File: config.mk
export PLATFORM = sky130hd
export DESIGN_NAME = byte_ser_loop
export DESIGN_NICKNAME = d
export VERILOG_FILES = /design/src/rtl/byte_ser_pkg.sv /design/src/rtl/byte_ser_ctrl.sv /design/src/rtl/byte_ser_dp.sv /design/src/rtl/byte_ser_loop.sv
export SDC_FILE = /design/constraint.sdc
export NUM_CORES = 1
export LEC_CHECK = 0
export ABC_AREA = 1
export BUFFER_PORTS_ARGS = -buffer_cell sky130_fd_sc_hd__buf_2
export CAP_MARGIN = 30
export CORE_MARGIN = 10
export CORE_UTILIZATION = 35
export CTS_CLUSTER_SIZE = 14
export DETAILED_ROUTE_END_ITERATION = 8
export GPL_ROUTABILITY_DRIVEN = 0
export SLEW_MARGIN = 20
export SYNTH_ARGS = -nofsm -noshare
export SYNTH_HDL_FRONTEND = slang
export SYNTH_SLANG_ARGS = --single-unit
File: constraint.sdc
create_clock -name clk -period 1.5 [get_ports clk]
set_input_delay 0.075 -clock clk [delete_from_list [all_inputs] [get_ports clk]]
set_output_delay 0.075 -clock clk [all_outputs]
set_load 0.005 [all_outputs]
File: src/rtl/byte_ser_pkg.sv
package byte_ser_pkg;
  typedef struct packed {
    logic load;    // take a new byte this edge
    logic shift;   // advance the shift register this edge
    logic facSel;  // steer line receive to transmit outputs
    logic equSel;  // steer transmit serial into deserializer
  } serStrobes_t;
endpackage

File: src/rtl/byte_ser_ctrl.sv
module byte_ser_ctrl
  import byte_ser_pkg::*;
#(
  parameter int BYTE_W = 8
) (
  input  logic        clk,
  input  logic        rst,
  input  logic        facLoop,
  input  logic        equLoop,
  output serStrobes_t strobes,
  output logic        byteTick,
  output logic        loopErr
);
  localparam int CNT_W = (BYTE_W > 1) ? $clog2(BYTE_W) : 1;
  localparam logic [CNT_W-1:0] LAST_BIT = CNT_W'(BYTE_W - 1);

  logic [CNT_W-1:0] bitCnt;
  logic atLast;

  assign atLast = (bitCnt == LAST_BIT);

  always_ff @(posedge clk) begin
    if (rst) begin
      bitCnt <= '0;
    end else if (atLast) begin
      bitCnt <= '0;
    end else begin
      bitCnt <= bitCnt + 1'b1;
    end
  end

  always_comb begin
    strobes.load   = atLast;
    strobes.shift  = !atLast;
    strobes.facSel = facLoop;
    strobes.equSel = equLoop && !facLoop;
  end

  assign byteTick = atLast;
  assign loopErr  = facLoop && equLoop;
endmodule

File: src/rtl/byte_ser_dp.sv
module byte_ser_dp
  import byte_ser_pkg::*;
#(
  parameter int BYTE_W = 8
) (
  input  logic              clk,
  input  logic              rst,
  input  serStrobes_t       strobes,
  input  logic [BYTE_W-1:0] txByte,
  input  logic              rxSerIn,
  input  logic              rxClkIn,
  output logic              txSerOut,
  output logic              txClkOut,
  output logic              desSerOut,
  output logic              desClkOut
);
  logic [BYTE_W-1:0] shiftReg;
  logic txBit;

  generate
    if (BYTE_W > 1) begin : g_wide
      always_ff @(posedge clk) begin
        if (rst) begin
          shiftReg <= '0;
        end else if (strobes.load) begin
          shiftReg <= txByte;
        end else if (strobes.shift) begin
          shiftReg <= {shiftReg[BYTE_W-2:0], 1'b0};
        end
      end
    end else begin : g_single
      always_ff @(posedge clk) begin
        if (rst) begin
          shiftReg <= '0;
        end else if (strobes.load) begin
          shiftReg <= txByte;
        end
      end
    end
  endgenerate

  assign txBit = shiftReg[BYTE_W-1];

  always_comb begin
    if (strobes.facSel) begin
      txSerOut = rxSerIn;
      txClkOut = rxClkIn;
    end else begin
      txSerOut = txBit;
      txClkOut = clk;
    end
    if (strobes.equSel) begin
      desSerOut = txBit;
      desClkOut = clk;
    end else begin
      desSerOut = rxSerIn;
      desClkOut = rxClkIn;
    end
  end
endmodule

File: src/rtl/byte_ser_loop.sv
module byte_ser_loop
  import byte_ser_pkg::*;
#(
  parameter int BYTE_W = 8
) (
  input  logic              clk,
  input  logic              rst,
  input  logic [BYTE_W-1:0] txByte,
  output logic              byteTick,
  output logic              txSerOut,
  output logic              txClkOut,
  input  logic              rxSerIn,
  input  logic              rxClkIn,
  output logic              desSerOut,
  output logic              desClkOut,
  input  logic              facLoop,
  input  logic              equLoop,
  output logic              loopErr
);
  serStrobes_t strobes;

  byte_ser_ctrl #(.BYTE_W(BYTE_W)) u_ctrl (
    .clk(clk), .rst(rst), .facLoop(facLoop), .equLoop(equLoop),
    .strobes(strobes), .byteTick(byteTick), .loopErr(loopErr)
  );

  byte_ser_dp #(.BYTE_W(BYTE_W)) u_dp (
    .clk(clk), .rst(rst), .strobes(strobes), .txByte(txByte),
    .rxSerIn(rxSerIn), .rxClkIn(rxClkIn),
    .txSerOut(txSerOut), .txClkOut(txClkOut),
    .desSerOut(desSerOut), .desClkOut(desClkOut)
  );
endmodule

==> key figures <==
Run status
  – Status: finished, final reports clean

Synth
  – Syn avg cell area: 7.653 sq um
  – Post-Syn Instances: 60
  – Netlist cell types: 10
  – Yosys warns: 0
  – Net Count, Synth: 76
  – Mapped Area: 459.2 sq um
  – Sequential fraction of the synthesis area: 47.96%
  – Synthesis-stage register bit count: 11

STA
  – TNS Setup: 0 ns
  – F_max: 701.4 MHz
  – Unrepaired setup endpoints after global routing: no
  – Fin. Hold Viols: 0
  – Max transition margin: 82.96%
  – Fin. max-slew vios: 0
  – Setup violations, final: 0
  – Period utilisation layout: 95.05%
  – Worst slew pin tran: 0.2557 ns
  – Setup Skew: 0.002031 ns
  – Tmin final: 1.426 ns

Setup path
  – CP Max Fanout: 10
  – Worst Path Class, Setup: flop to output port
  – Setup crit end: byteTick
  – WP data arrival: 1.35 ns
  – CP startpoint: u_ctrl.bitCnt[0]
  – Crit end category: output port
  – FF-to-FF End: u_ctrl.bitCnt[1]
  – Worst r2r src: u_ctrl.bitCnt[0]
  – Reg-to-reg setup timing slack: 0.37 ns
  – Worst Reg2Reg Path Length in Cells: 5
  – Worst Path Required: 1.42 ns
  – Crit start category: flop

Power
  – Max VDD drop: 584.8 uV
  – Pwr dens: 1120 nW/um^2
  – Total power: 0.0007878 W
  – Leakage: 0.3948 nW

Placement
  – Detailed Place HPWL: 804.3 um
  – DP Area: 560.5 sq um
  – PortBufs: 19

Routing
  – Pre-Repair DR Iteration Count: 2
  – Initial drt markers: 6
  – DRT Wirelength: 1113 um
  – Vias: 488
  – Drt drc: 0
  – Antenna Nets Post-Route: 0
  – Vias per std cell: 4.477
  – Avg WL per Cell: 10.21 um

Die
  – Core area: 1171 sq um
  – Initial Util: 39.21%
  – Die area: 3161 sq um
  – FP Rows: 12
  – Die width: 56.22 um
  – Die Y: 56.22 um
  – I/O pins: 20

Cells and area
  – Area of the multi-input gates: 207.7 sq um
  – Layout Area Growth over Synthesis: 53.13%
  – Commonest non-fill, non-tap cell in the layout: nand2_1
  – Finished Cell Area: 703.2 sq um
  – Commonest cells after routing, fill and taps aside: 26 x nand2_1, 19 x buf_2, 11 x dfxtp_1
  – Storage element area: 220.2 sq um
  – Layout cells sized above 1: 31.58%
  – # fillers: 115
  – Final #Nets: 111
  – Final Util: 60.04%
  – Diodes inserted: 0

Worst hold path
  – Min-delay worst type: primary input to flop

GRT
  – Gr usage total: 7.793%
  – Initial antenna violation count: 0
  – Gr ovfl total: 0
  – Largest net degree at the start of global routing: 11
  – First-pass GRT wire length: 1821 um
  – Via count of the first global-routing pass: 501

Clock network
  – Clk slew on worst S/H paths: 0.07 ns
  – Insertion delay to the later sink of the worst-skew pair: 0.37 ns
  – TritonCTS clock tree: yes

Flow run
  – Max cap viols: 0
==> flip-flops by register name, summed over array words and instances, names as in the netlist <==
| signal | count |
|---|---|
| u_ctrl.bitCnt | 3 |
| u_dp.shiftReg | 8 |
==> power breakdown <==
group | internal [W] | total, W | switching (W)
sequential | 0.000300 | 0.000303 | 0.00000287
clock | 0.000253 | 0.000413 | 0.000160
combinational | 0.0000399 | 0.0000723 | 0.0000324
==> synth_stat cells <==
master	count	area (sq um)
nand2_1	26	97.59
dfxtp_1	11	220.2
nand3_1	9	45.04
inv_1	4	15.01
nor2_1	3	11.26
ha_1	2	25.02
inv_2	2	7.510
and3_1	1	6.260
buf_6	1	11.26
nor2_8	1	20.02
==> kinds of logic after synthesis <==
family        share of synthesized area [%]
fa+ha+maj                             5.449
simple gates                          39.24
flops                                 47.96
buf+inv                               7.356
==> through the flow <==
step	worst slack, ns	std cells	hold slack (ns)
after floorplan	0.3614	60	0.1658
after global placement	0.2764	92	0.2390
after detailed placement	0.2625	92	0.2390
after CTS	0.05868	109	0.03424
after global routing	0.003578	109	0.05604
final	0.07422	109	0.03852
==> timing repair <==
item                                    in CTS  in global routing
hold endpoints to repair                     8                  0
buffers inserted                             0                  0
gates resized for setup                      1                  0
hold buffers                                 8                  0
endpoints found under the setup margin       1                  0
==> worst min-delay path by stage <==
| stage | from | endpoint | slack, ns | depth (start not counted) |
|---|---|---|---|---|
| CTS | rst | u_dp.shiftReg[7] | 0.03 | 4 |
| finish | rst | u_dp.shiftReg[7] | 0.04 | 4 |
| floorplan | clk | txClkOut | 0.17 | 2 |
| detailed placement | clk | txClkOut | 0.24 | 3 |
| global placement | clk | txClkOut | 0.24 | 3 |
| global route | rst | u_dp.shiftReg[2] | 0.06 | 4 |
==> area by class of cell <==
cell class	count	area share, %
clock buffer	11	9.964
inverter	6	3.203
multi-input combinational	42	29.54
sequential	11	31.32
tap	14	2.491
timing repair buffer	25	23.49
==> per-layer routing <==
| metal | up-vias | wire, um | track usage [%] |
|---|---|---|---|
| li1 | 255 | - | - |
| met1 | 209 | 413 | 5.897 |
| met2 | 20 | 521 | 10.08 |
| met3 | 4 | 156 | 6.606 |
| met4 | 0 | 21 | 11.26 |
| met5 | - | 0 | 0 |
==> critical path, cell delays in order (launching register included) <==
cell     delay [ns]
dfxtp_1        0.33
ha_1           0.15
ha_2           0.33
buf_2          0.17
(Power assumes the default switching activity.)
